**config.mk**
```make
export PLATFORM = sky130hd
export DESIGN_NAME = dly_write_queue
export DESIGN_NICKNAME = d
export VERILOG_FILES = /design/src/rtl/dly_write_queue.sv
export SDC_FILE = /design/constraint.sdc
export NUM_CORES = 1
export LEC_CHECK = 0
export ABC_AREA = 1
export BUFFER_PORTS_ARGS = -buffer_cell sky130_fd_sc_hd__buf_2
export CAP_MARGIN = 20
export CORE_MARGIN = 4
export CORE_UTILIZATION = 40
export DETAILED_ROUTE_END_ITERATION = 8
export HOLD_SLACK_MARGIN = 0.08
export PLACE_DENSITY_LB_ADDON = 0.08
export SYNTH_ARGS = -nofsm -noshare
export SYNTH_HDL_FRONTEND = slang
export SYNTH_SLANG_ARGS = --single-unit
export TNS_END_PERCENT = 5
```
**constraint.sdc**
```tcl
create_clock -name clk -period 8.72 [get_ports clk]
set_clock_uncertainty 0.05 [all_clocks]
set_input_delay 1.744 -clock clk [delete_from_list [all_inputs] [get_ports clk]]
set_output_delay 1.744 -clock clk [all_outputs]
set_load 0.005 [all_outputs]
```
**src/rtl/dly_write_queue.sv**
```systemverilog
module dly_write_queue #(
  parameter int DEPTH   = 4,
  parameter int AW      = 32,
  parameter int DW      = 32,
  parameter int LO_LOG2 = 24,
  parameter int HI_LOG2 = 32
) (
  input  logic            clk,
  input  logic            rst_n,
  input  logic            posted_clear,
  input  logic            retry_sel,
  input  logic            serr_en,
  input  logic            req_valid,
  input  logic [3:0]      req_cmd,
  input  logic [AW-1:0]   req_addr,
  input  logic            req_apar,
  input  logic [DW-1:0]   req_data,
  input  logic [DW/8-1:0] req_be,
  input  logic            req_dpar,
  input  logic            req_multi,
  output logic            rsp_valid,
  output logic            rsp_retry,
  output logic            rsp_ack,
  output logic            rsp_stop,
  output logic            tgt_req,
  output logic [3:0]      tgt_cmd,
  output logic [AW-1:0]   tgt_addr,
  output logic            tgt_apar,
  output logic [DW-1:0]   tgt_data,
  output logic [DW/8-1:0] tgt_be,
  output logic            tgt_dpar,
  input  logic            tgt_ok,
  input  logic            tgt_retry,
  output logic            serr
);
  localparam int PW = $clog2(DEPTH);
  localparam int BW = DW / 8;
  localparam int KW = 4 + AW;
  localparam int EW = KW + 1 + DW + BW + 1;
  localparam int CW = HI_LOG2 + 1;

  logic [EW-1:0]    slot [DEPTH];
  logic [DEPTH-1:0] vld;
  logic [PW-1:0]    hd, tl;
  logic [PW:0]      used;
  logic             head_done;
  logic [CW-1:0]    tries;
  logic             dup;

  wire [EW-1:0] req_ent = {req_cmd, req_addr, req_apar, req_data, req_be, req_dpar};
  wire [EW-1:0] hent    = slot[hd];
  assign {tgt_cmd, tgt_addr, tgt_apar, tgt_data, tgt_be, tgt_dpar} = hent;

  always_comb begin
    dup = 1'b0;
    for (int i = 0; i < DEPTH; i++)
      if (vld[i] && slot[i][EW-1 -: KW] == req_ent[EW-1 -: KW]) dup = 1'b1;
  end

  wire hit_head = vld[hd] && head_done &&
                  hent[EW-1 -: KW] == req_ent[EW-1 -: KW] &&
                  hent[DW+BW:1] == req_ent[DW+BW:1];
  wire full     = used == (PW+1)'(DEPTH);
  wire ack_now  = req_valid && hit_head;
  wire enq      = req_valid && !hit_head && !dup && !full;
  wire issue    = vld[hd] && !head_done && posted_clear;
  wire [CW-1:0] lim = retry_sel ? (CW'(1) << HI_LOG2) : (CW'(1) << LO_LOG2);
  wire give_up  = issue && tgt_retry && (tries + 1'b1 == lim);
  wire deq      = ack_now || give_up;

  assign tgt_req = issue;

  always_ff @(posedge clk) begin
    if (!rst_n) begin
      vld <= '0; hd <= '0; tl <= '0; used <= '0;
      head_done <= 1'b0; tries <= '0; serr <= 1'b0;
      rsp_valid <= 1'b0; rsp_retry <= 1'b0; rsp_ack <= 1'b0; rsp_stop <= 1'b0;
    end else begin
      if (enq) begin
        slot[tl] <= req_ent;
        vld[tl]  <= 1'b1;
        tl       <= tl + 1'b1;
      end
      if (deq) begin
        vld[hd] <= 1'b0;
        hd      <= hd + 1'b1;
      end
      used <= used + (PW+1)'(enq) - (PW+1)'(deq);
      if (deq) head_done <= 1'b0;
      else if (issue && tgt_ok) head_done <= 1'b1;
      if (deq) tries <= '0;
      else if (issue && tgt_retry) tries <= tries + 1'b1;
      serr      <= give_up && serr_en;
      rsp_valid <= req_valid;
      rsp_ack   <= ack_now;
      rsp_retry <= req_valid && !ack_now;
      rsp_stop  <= ack_now && req_multi;
    end
  end

  a_r1_one_response: assert property (@(posedge clk) disable iff (!rst_n)
    rsp_valid |-> $countones({rsp_retry, rsp_ack}) == 1);
  a_r4_no_overflow: assert property (@(posedge clk) disable iff (!rst_n)
    used <= (PW+1)'(DEPTH));
  a_r6_head_held: assert property (@(posedge clk) disable iff (!rst_n)
    (tgt_req && tgt_retry && !give_up) |=> $stable(tgt_addr) && $stable(tgt_data));
  a_r7_serr_gated: assert property (@(posedge clk) disable iff (!rst_n)
    serr |-> $past(serr_en));
  a_r9_ack_after_done: assert property (@(posedge clk) disable iff (!rst_n)
    rsp_ack |-> $past(head_done));
  a_r10_stop_with_ack: assert property (@(posedge clk) disable iff (!rst_n)
    rsp_stop |-> rsp_ack);
endmodule

```
==> summary.txt, run 1 <==
Run status
  • Status: finished, final reports clean

Cells and area
  • Area occupied by multi-input gates: 0.00738 sq mm
  • Layout Cell Area excl Fill: 0.0212 sq mm
  • Most frequent cells in the layout: 865 x nand2_1, 296 x edfxtp_1, 228 x nand3_1
  • Commonest non-fill, non-tap cell in the layout: nand2_1
  • Final Non-Filler Cells: about 3.0k
  • Total area of sequential cells: approximately 0.0099 sq mm
  • Fill cells: ~4.5k
  • Post-layout nets: ~2.5k
  • Area growth syn-to-layout: 15.2%
  • Share of layout cells above drive strength 1: 0.114

Critical path
  • Worst reg2reg path depth: 15
  • CP max FO: 25
  • Crit path launch type: input port
  • Worst R2R End: slot[2][10]$_DFFE_PP_
  • Data required time at the worst endpoint: between 8 and 9 ns
  • Critical Path AT: slightly above 5 ns
  • Crit path kind: input port to flip-flop
  • CP endpoint kind: flip-flop
  • FF-to-FF setup slack: roughly 4 ns

GRT
  • GRT Total Usage: 0.261
  • Total global routing overflow: 0
  • Vias in the first global route: about 15k
  • First-pass GRT wire length: slightly below 100,000 microns
  • Initial antenna violation count: 4
  • Largest net degree at the start of global routing: 79

Power and ir drop
  • Leakage: between 8 and 9 nW
  • Total power: 4.13 mW
  • Power Density: approximately 190 mW/mm^2
  • Peak VDD IR: between 150 and 200 uV

Worst hold path
  • Hold Path Class: flip-flop to flip-flop
  • WHS Path Cells: 2
  • Worst hold endpoint: tries[25]$_SDFFE_PP0P_
  • Hold Crit Start: tries[25]$_SDFFE_PP0P_

Logic synthesis
  • Netlist Area Pre-Place: about 0.018 sq mm
  • Mean post-synth cell area: between 8 and 9 sq um
  • Prevailing post-synth register cell: edfxtp_1
  • Warnings, synthesis: 0
  • Post-Syn Nets: approximately 2.3k
  • Post-synthesis instance total: ~2.2k
  • #FFs+latches synth: between 300 and 400
  • Seq/Total Area, Yosys: 0.540
  • Post-synth EDFFs: between 200 and 300
  • Synth cell types: 39
  • Asr flop ratio synth: 0

STA
  • Crit path time final: approximately 5 ns
  • Hold Worst Slack: 0.436 ns
  • Setup Viol. Count Final: 0
  • Total negative slack: 0 ns
  • Fin crit share: 0.561
  • Max Clk Rate: just over 200 MHz
  • Worst Tran Pin Value: 0.971 ns
  • RSZ-0062 raised after global routing: false
  • Slew Viols, Final: 0
  • Slew headroom: 0.351
  • Final hold vios: 0

CTS
  • Clk buf depth: 3
  • Clock Latency Late Sink: just under 0.6 ns
  • CTS Sinks: approximately 350
  • CTS tree: built
  • Hold_buf cts: 0
  • Post_cts resized: 0
  • CTS HTree Levels: 2
  • Post-CTS Setup Repair Bufs: 0
  • CTS clk-pin slew, worst paths: approximately 0.06 ns
  • CTS root buffer: clkbuf_16
  • CTS Buf Count: 41

Drt
  • Drt total wl: about 67,000 microns
  • Routed vias/inst: between 5 and 6
  • DR vias: ~16k
  • Initial DRT Pass Iterations: 6
  • Final ANT Viol Nets: 0
  • WL/cell: ~22 microns
  • DRC violations left: 0
  • Starting DRT DRC Count: 1,712

Floorplan
  • I/O pins: 163
  • Die X-Extent: around 220 microns
  • Initial core utilization: 0.405
  • Full die area: a little under 0.05 sq mm
  • Die Y: 222 microns
  • Rows: slightly below 80
  • CORE AREA: 0.0454 sq mm

Flow run
  • Max Cap Violations: 0

Placement
  • Detailed placer's ending HPWL: 49,200 microns
  • DP Cell Count: between 2k and 3k
  • Post-DP Area: roughly 0.020 sq mm
  • GPL Wtd Cong: between 0.9 and 1
  • I/O Buffers: about 160
[power by group]
part           switching, mW  internal, mW  leakage [nW]
Clock                  0.725          1.08         0.688
Sequential            0.0337          1.88          3.11
Combinational          0.297         0.119          5.10
[flip-flops by register name, indices dropped and copies added, names as in the netlist, named ones only]
register   count
rsp_ack        1
tl             2
serr           1
rsp_retry      1
used           3
vld            4
hd             2
head_done      1
slot         296
rsp_valid      1
tries         33
rsp_stop       1
[cell usage after synthesis, types with 12 or more instances]
| cell type | instances | area (sq um) |
|---|---|---|
| nand3b_1 | 32 | 240 |
| o21ai_0 | 35 | 175 |
| inv_1 | 194 | 728 |
| buf_2 | 33 | 165 |
| ha_1 | 12 | 150 |
| nand2_1 | 865 | 3250 |
| o22ai_1 | 21 | 131 |
| dfxtp_1 | 52 | 1040 |
| nor3_1 | 25 | 125 |
| xnor2_1 | 25 | 219 |
| edfxtp_1 | 296 | 8890 |
| xor2_1 | 40 | 350 |
| a21oi_1 | 42 | 210 |
| buf_4 | 12 | 90.1 |
| nor2_1 | 209 | 785 |
| or2_2 | 20 | 125 |
| clkbuf_1 | 17 | 63.8 |
| nand4_1 | 33 | 206 |
| nand3_1 | 228 | 1140 |
[worst max path at each step]
stage | startpoint | endpoint | slack [ns] | depth (start not counted)
floorplan | req_cmd[2] | slot[0][0]$_DFFE_PP_ | 2.07 | 12
global placement | req_addr[19] | slot[0][25]$_DFFE_PP_ | 3.18 | 12
detailed placement | req_addr[19] | slot[2][25]$_DFFE_PP_ | 3.23 | 12
CTS | req_addr[19] | slot[2][13]$_DFFE_PP_ | 3.85 | 12
global route | flip-flop | used[2]$_SDFF_PN0_ | 3.65 | 22
finish | req_addr[19] | slot[2][10]$_DFFE_PP_ | 3.82 | 12
[cell families (layout without fill, tap and decap cells)]
group                      count (synthesis)  count (layout)  synth area share
and+or+nand+nor                         1428            1428             0.326
DFF                                      348             348             0.540
buffers and inverters                    265             451            0.0604
AOI/OAI and AO/OA                        110             110            0.0329
xor gates and xnor gates                  65              65            0.0310
adders and majority gates                 13              13           0.00925
other                                      0               2                 0
[cell type report]
| cell class | count | share of cell area |
|---|---|---|
| inverter | 198 | 0.0352 |
| clock inverter | 29 | 0.0151 |
| clock buffer | 47 | 0.0514 |
| tap | 600 | 0.0354 |
| sequential | 348 | 0.469 |
| antenna | 2 | 0.000236 |
| timing repair buffer | 177 | 0.0454 |
| multi-input combinational | 1616 | 0.348 |
[layer usage]
layer,GRT usage,wire (microns),up-vias,part of all wire
met4,0.0815,2120,4,0.032
met1,0.365,29500,7574,0.44
met2,0.415,30600,618,0.46
li1,-,-,7623,-
met3,0.0478,4920,112,0.073
met5,0,21,-,0.00031
[through the flow]
stage,utilization,setup WS [ns]
floorplan,-,2.07
detailed placement,0.436,3.23
global placement,0.435,3.18
finish,0.467,3.82
CTS,0.467,3.85
global route,0.467,3.65
[worst max-delay path, stage by stage]
cell     delay [ns]
buf_2          0.17
inv_1          0.13
o21ai_0        0.57
nor3_1         0.17
nand2_1        0.11
nor2_1         0.08
nand3_1        0.08
nand3_1        0.11
nor2_1         0.37
nand3_1        0.22
nor2_4         0.77
buf_4          0.52
(Power assumes the default switching activity.)
==> run 2, diff against run 1 <==
--- a/config.mk
+++ b/config.mk
@@ -5,7 +5,7 @@
 export SDC_FILE = /design/constraint.sdc
 export NUM_CORES = 1
 export LEC_CHECK = 0
-export ABC_AREA = 1
+export ABC_AREA = 0
 export BUFFER_PORTS_ARGS = -buffer_cell sky130_fd_sc_hd__buf_2
 export CAP_MARGIN = 20
 export CORE_MARGIN = 4
==> constraint.sdc (replaced) <==
create_clock -name clk -period 4.3 [get_ports clk]
set_clock_uncertainty 0.05 [all_clocks]
set_input_delay 0.86 -clock clk [delete_from_list [all_inputs] [get_ports clk]]
set_output_delay 0.86 -clock clk [all_outputs]
set_load 0.005 [all_outputs]
==> run 2 against run 1 <==
  * First-iteration DRC count down 45%
  * Clock power up 81%
  * Area after synthesis down 6.4%
  * Die area down 6.1%
  * Register-to-register slack worse by 3.9 ns
==> summary.txt, run 2 <==
Run status
  • Status: finished, final reports clean

STA
  • Final hold vios: 0
  • Worst Tran Pin Value: 0.668 ns
  • Slew Viols, Final: 0
  • Slew headroom: 0.550
  • Max Clk Rate: approximately 240 MHz
  • Setup Viol. Count Final: 0
  • Setup ws final: 0.0471 ns
  • Crit path time final: between 4 and 5 ns
  • Fin crit share: 0.989
  • Hold Worst Slack: around 0.47 ns

Logic synthesis
  • Prevailing post-synth register cell: edfxtp_1
  • Mean post-synth cell area: between 10 and 15 sq um
  • Post-synth EDFFs: 296
  • Warnings, synthesis: 0
  • Asr flop ratio synth: 0
  • Most frequent cell after synthesis: edfxtp_1
  • Post-synthesis instance total: approximately 1.3k
  • Seq/Total Area, Yosys: 0.577
  • Share of the synthesized area in the top cell type: 0.516
  • Synth top area cells: edfxtp_1 52%, xnor2_1 6.1%, dfxtp_1 6.0%
  • Leading area contributor after synthesis: edfxtp_1
  • Synth cell types: 68
  • Netlist Area Pre-Place: approximately 0.017 sq mm
  • Most instantiated cells after synthesis: 296 x edfxtp_1, 119 x xnor2_1, 111 x xor2_1
  • Post-Syn Nets: ~1.4k
  • #FFs+latches synth: between 300 and 400

Cells and area
  • Largest Register: slot
  • Final core occ: 0.495
  • Most frequent cells in the layout: 296 x edfxtp_1, 162 x buf_2, 118 x xnor2_1
  • Commonest non-fill, non-tap cell in the layout: edfxtp_1
  • Post-layout nets: between 1.5k and 2k
  • Max reg flops: around 300
  • Area growth syn-to-layout: 21.3%
  • Fill cells: about 3.8k
  • Share of layout cells above drive strength 1: 0.282
  • Diode count: 0
  • Biggest regs: slot: 296 flops, tries: 33 flops, vld: 4 flops

GRT
  • Initial antenna violation count: 2
  • First-pass GRT wire length: between 70,000 and 80,000 microns
  • Vias in the first global route: between 10k and 15k
  • Largest net degree at the start of global routing: 35
  • GRT Total Usage: 0.226
  • Total global routing overflow: 0

Drt
  • Starting DRT DRC Count: 934
  • DR vias: 11.8k
  • Drt total wl: ~54,000 microns
  • Routed vias/inst: around 5.6
  • Final ANT Viol Nets: 0
  • WL/cell: roughly 26 microns
  • Initial DRT Pass Iterations: 5
  • DRC violations left: 0

Power and ir drop
  • Leakage: approximately 7.1 nW
  • Peak VDD IR: between 300 and 400 uV
  • Power Density: slightly below 400 mW/mm^2

Critical path
  • CP max FO: 5
  • CP endpoint kind: flip-flop
  • Crit path launch type: flip-flop
  • Critical Path AT: ~4.6 ns
  • CP Cell Sequence: buf_8 > buf_6 > mux4_2 > xor2_1 > nor4_2 > buf_4 > nand4_1 > nor4_2 > nand4_1 > and2_4 > inv_4 > ha_4 > inv_2 > ha_2 > inv_1 > fa_2 > xor2_2 > xnor2_1 > nor2_1
  • Data required time at the worst endpoint: between 4 and 5 ns
  • Worst R2R End: used[2]$_SDFF_PN0_
  • Crit-path slowest cell: mux4_2
  • FF-to-FF setup slack: 0.05 ns
  • Crit path kind: flip-flop to flip-flop
  • CP max stage delay: 0.52 ns
  • Worst reg2reg path depth: 19

Worst hold path
  • WHS Path Cells: 2
  • Hold Crit Start: tl[1]$_SDFFE_PN0N_
  • Hold Path Class: flip-flop to flip-flop
  • Worst hold endpoint: tl[1]$_SDFFE_PN0N_

CTS
  • CTS root buffer: clkbuf_16
  • CTS Buf Count: 40
  • CTS tree: built
  • Clock Latency Late Sink: 0.55 ns
  • CTS clk-pin slew, worst paths: 0.06 ns
  • Clk buf depth: 3
  • CTS Sinks: about 350
  • CTS HTree Levels: 2

Placement
  • GPL Wtd Cong: slightly above 0.9
  • Detailed placer's ending HPWL: 39,700 microns
  • DP Worst Slack: -0.272 ns
  • I/O Buffers: between 150 and 200

Floorplan
  • Full die area: between 0.04 and 0.05 sq mm
  • Initial core utilization: 0.408
  • CORE AREA: between 0.04 and 0.05 sq mm
  • Die X-Extent: ~220 microns
  • I/O pins: 163
  • Rows: between 70 and 80
  • Die Y: 215 microns

Flow run
  • Max Cap Violations: 0
-- run 2: stage by stage --
stage                     instances  total power, mW  setup TNS [ns]  instance area [sq um]
after floorplan                1274             4.38          -84.48                  17200
after global placement         2003             4.84          -0.108                  19400
after detailed placement       2003             4.84          -0.350                  19400
after CTS                      2077             8.12               0                  20700
after global routing           2087             8.34         -0.0222                  20900
final                          2087             8.03               0                  20900
-- run 2: layout make-up --
cell class                      instances  area, sq um  share of cell area
Clock inverter                         21          154             0.00737
Inverter                               34          130             0.00623
Clock buffer                           50         1070              0.0514
Sequential cell                       348         9940               0.476
Tap cell                              539          674              0.0323
Timing Repair Buffer                  288         2020              0.0966
Multi-Input combinational cell        807         6910               0.330
-- run 2: critical path: cells and delay by family, from the launching register on --
family                     cells  cell delay (ns)
and+or+nand+nor                6             1.43
adders and majority gates      3             0.69
buffers and inverters          6             0.58
muxes                          1             0.52
xor gates and xnor gates       3             0.48
DFF                            1             0.37
-- run 2: worst max-delay path by stage --
stage / start / endpoint / slack, ns
2_1_floorplan: flip-flop / slot[0][0]$_DFFE_PP_ / -0.38
5_1_grt: flip-flop / used[2]$_SDFF_PN0_ / -0.02
6_report: flip-flop / used[2]$_SDFF_PN0_ / 0.05
3_3_place_gp: flip-flop / used[2]$_SDFF_PN0_ / -0.11
4_1_cts: flip-flop / used[2]$_SDFF_PN0_ / 0.01
3_5_place_dp: flip-flop / used[2]$_SDFF_PN0_ / -0.27
-- run 2: routing by layer --
metal  part of all wire  GRT usage  routed length [microns]
met1               0.44      0.318                    23900
met2               0.46      0.354                    24800
met3              0.064     0.0440                     3440
met4              0.033     0.0726                     1760
met5            0.00046          0                       25
-- run 2: cells by family (layout without fill, tap and decap cells) --
kind of cell    after synthesis  count (layout)  synth area share
mux                         150             150             0.121
flops                       348             348             0.577
simple gates                284             284            0.0921
fa+ha+maj                    13              13           0.00988
compound gates              130             130            0.0541
buf+inv                     119             393            0.0296
xor+xnor                    230             230             0.117
-- run 2: where the power goes --
group	internal (mW)	switching (mW)
clock	1.88	1.36
sequential	3.82	0.0659
combinational	0.353	0.550
-- run 2: repair_timing --
action                     CTS  global route
resized for setup            4            24
gates cloned                 0             0
setup buffers                3            11
hold buffers                 0             0
setup endpoints to repair    2             2
pin swaps                    1             7
==> run 3, diff against run 2 <==
--- a/config.mk
+++ b/config.mk
@@ -12,8 +12,9 @@
 export CORE_UTILIZATION = 40
 export DETAILED_ROUTE_END_ITERATION = 8
 export HOLD_SLACK_MARGIN = 0.08
-export PLACE_DENSITY_LB_ADDON = 0.08
+export PLACE_DENSITY = 0.6
+export SLEW_MARGIN = 20
 export SYNTH_ARGS = -nofsm -noshare
 export SYNTH_HDL_FRONTEND = slang
 export SYNTH_SLANG_ARGS = --single-unit
-export TNS_END_PERCENT = 5
+export TNS_END_PERCENT = 50
==> run 3 against run 2 <==
  * Core utilization increased by 0.42 points
  * Global-route usage decreased by 0.50 points
  * Worst hold slack got worse by 0.0036 ns
  * Worst setup slack improved by 0.14 ns
  * Power increased by 4.5%
  * Non-clock buffer count decreased by 13
  * Largest power group unchanged
==> summary.txt, run 3 (synthesis gave the netlist of run 2 again) <==
GRT
  • GRT Total Usage: 0.221
  • Vias in the first global route: 11.6k
  • Total global routing overflow: 0
  • First-pass GRT wire length: slightly below 80,000 microns
  • Largest net degree at the start of global routing: 35
  • Initial antenna violation count: 4

STA
  • Slew Viols, Final: 0
  • Max Clk Rate: approximately 240 MHz
  • Hold Worst Slack: around 0.46 ns
  • Worst Tran Pin Value: between 0.5 and 0.6 ns
  • Setup Viol. Count Final: 0
  • Final hold vios: 0
  • Setup ws final: between 0.15 and 0.2 ns
  • Slew headroom: 0.601
  • Fin crit share: 0.956
  • Crit path time final: ~4.1 ns

Run status
  • Status: finished, final reports clean

Worst hold path
  • Hold Crit Start: req_multi
  • WHS Path Cells: 2
  • Worst hold endpoint: rsp_stop$_SDFF_PN0_
  • Hold Path Class: input port to flip-flop

Critical path
  • Worst reg2reg path depth: 19
  • Data required time at the worst endpoint: ~4.7 ns
  • Worst R2R End: used[2]$_SDFF_PN0_
  • FF-to-FF setup slack: about 0.19 ns
  • CP endpoint kind: flip-flop
  • Crit path kind: flip-flop to flip-flop
  • Critical Path AT: between 4 and 5 ns
  • Crit path launch type: flip-flop
  • CP max FO: 20

CTS
  • CTS tree: built
  • CTS root buffer: clkbuf_16
  • CTS Buf Count: 40
  • Hold_buf cts: 0
  • Clk buf depth: 3
  • CTS HTree Levels: 2
  • CTS Sinks: 348
  • Clock Latency Late Sink: 0.57 ns
  • CTS clk-pin slew, worst paths: 0.06 ns

Cells and area
  • Commonest non-fill, non-tap cell in the layout: edfxtp_1
  • Post-layout nets: between 1.5k and 2k
  • Largest Register: slot
  • Fill cells: between 3k and 4k
  • Most frequent cells in the layout: 296 x edfxtp_1, 162 x buf_2, 112 x xnor2_1
  • Share of layout cells above drive strength 1: 0.281
  • Final core occ: 0.499
  • Layout Cell Area excl Fill: 0.0211 sq mm
  • Area growth syn-to-layout: 22.4%
  • Max reg flops: between 200 and 300
  • Biggest regs: slot: 296 flops, tries: 33 flops, vld: 4 flops

Drt
  • Final ANT Viol Nets: 0
  • Initial DRT Pass Iterations: 5
  • DRC violations left: 0
  • Starting DRT DRC Count: ~1.2k
  • Drt total wl: approximately 53,000 microns
  • DR vias: 11.9k
  • Routed vias/inst: between 5 and 6
  • WL/cell: between 20 and 30 microns

Power and ir drop
  • Leakage: a little over 7 nW
  • Gate power share: 0.105
  • Power Density: roughly 400 mW/mm^2
  • Clk network pwr share: 0.433
  • Sequential power share: 0.463
  • Sw Pwr: between 2 and 2.5 mW
  • Switch share: 0.242
  • Internal Pwr Total: roughly 6.4 mW
  • Peak VDD IR: ~310 uV

Floorplan
  • Die Y: about 220 microns
  • I/O pins: 163
  • Rows: 75
  • Die X-Extent: roughly 220 microns
  • CORE AREA: 0.0422 sq mm
  • Full die area: approximately 0.046 sq mm
  • Initial core utilization: 0.408

Flow run
  • Max Cap Violations: 0

Placement
  • Detailed placer's ending HPWL: ~39,000 microns
  • I/O Buffers: roughly 160
  • DP Worst Slack: -0.322 ns
  • Post-DP Area: 0.0193 sq mm
  • GPL Wtd Cong: between 0.9 and 1
## run 3: changes by cell type in the layout (fill, tap and decap cells not counted), sizes merged
cell,before,now
clkinvlp,3,7
clkinv,16,13
clkbuf,50,48
bufinv,2,7
diode,0,2
buf,288,274
## run 3: final cells by class
| cell class | count | area, sq um | share of cell area |
|---|---|---|---|
| flip-flops and latches | 348 | 9940 | 0.472 |
| multi-input cells | 807 | 6980 | 0.331 |
| repair buffers | 275 | 1940 | 0.0922 |
| clock buffers | 47 | 1070 | 0.0508 |
| well taps | 539 | 674 | 0.0320 |
| clock inverters | 27 | 330 | 0.0157 |
| inverters | 34 | 128 | 0.00606 |
| diodes | 2 | 5.00 | 0.000238 |
## run 3: worst max-delay path, cell delays in order, from the launching register on
cell and delay, ns:
dfxtp_4 0.39, buf_12 0.20, mux2_2 0.41, a222oi_1 0.35, buf_4 0.20, o2111ai_1 0.12
nor3_2 0.28, buf_4 0.16, nor3b_1 0.21, nand4_1 0.16, and2_1 0.20, inv_1 0.05
ha_1 0.21, inv_1 0.06, ha_1 0.13, inv_1 0.05, fa_1 0.37, xor2_1 0.17
xnor2_1 0.13, nor2_1 0.06
## run 3: routing by layer
metal | routed length [microns] | track usage | up-vias
li1 | - | - | 5320
met1 | 23700 | 0.323 | 5966
met2 | 23500 | 0.327 | 492
met3 | 3780 | 0.0433 | 91
met4 | 1760 | 0.0825 | 4
met5 | 23 | 0 | -
## run 3: power groups by stage
stage / Combinational, mW / Sequential [mW] / Clock [mW]
2_1_floorplan: 0.436 / 3.94 / 0
3_5_place_dp: 0.856 / 3.95 / 0
5_1_grt: 0.941 / 3.89 / 3.84
6_report: 0.880 / 3.88 / 3.63
3_3_place_gp: 0.853 / 3.95 / 0
4_1_cts: 0.863 / 3.88 / 3.70
## run 3: metrics by stage
stage | instances | setup TNS, ns | total power [mW]
after floorplan | 1274 | -56.28 | 4.38
after global placement | 1991 | -0.470 | 4.80
after detailed placement | 1991 | -0.418 | 4.81
after CTS | 2076 | 0 | 8.45
after global routing | 2079 | -0.00187 | 8.67
final | 2079 | 0 | 8.39
## run 3: how the worst max path moves through the flow
stage | end | depth (start not counted) | from
after CTS | used[2]$_SDFF_PN0_ | 16 | tries[3]$_SDFFE_PP0P_
after global routing | used[2]$_SDFF_PN0_ | 17 | tries[0]$_SDFFE_PP0P_
after floorplan | slot[1][0]$_DFFE_PP_ | 12 | flip-flop
final | used[2]$_SDFF_PN0_ | 19 | flip-flop
after detailed placement | used[2]$_SDFF_PN0_ | 18 | flip-flop
after global placement | used[2]$_SDFF_PN0_ | 18 | flip-flop
## run 3: timing repair
action,4_1_cts,5_1_grt
setup buffers,11,0
cloned,0,1
pin swaps,1,7
resized for setup,4,30
endpoints found under the setup margin,2,2
hold endpoints to repair,0,0
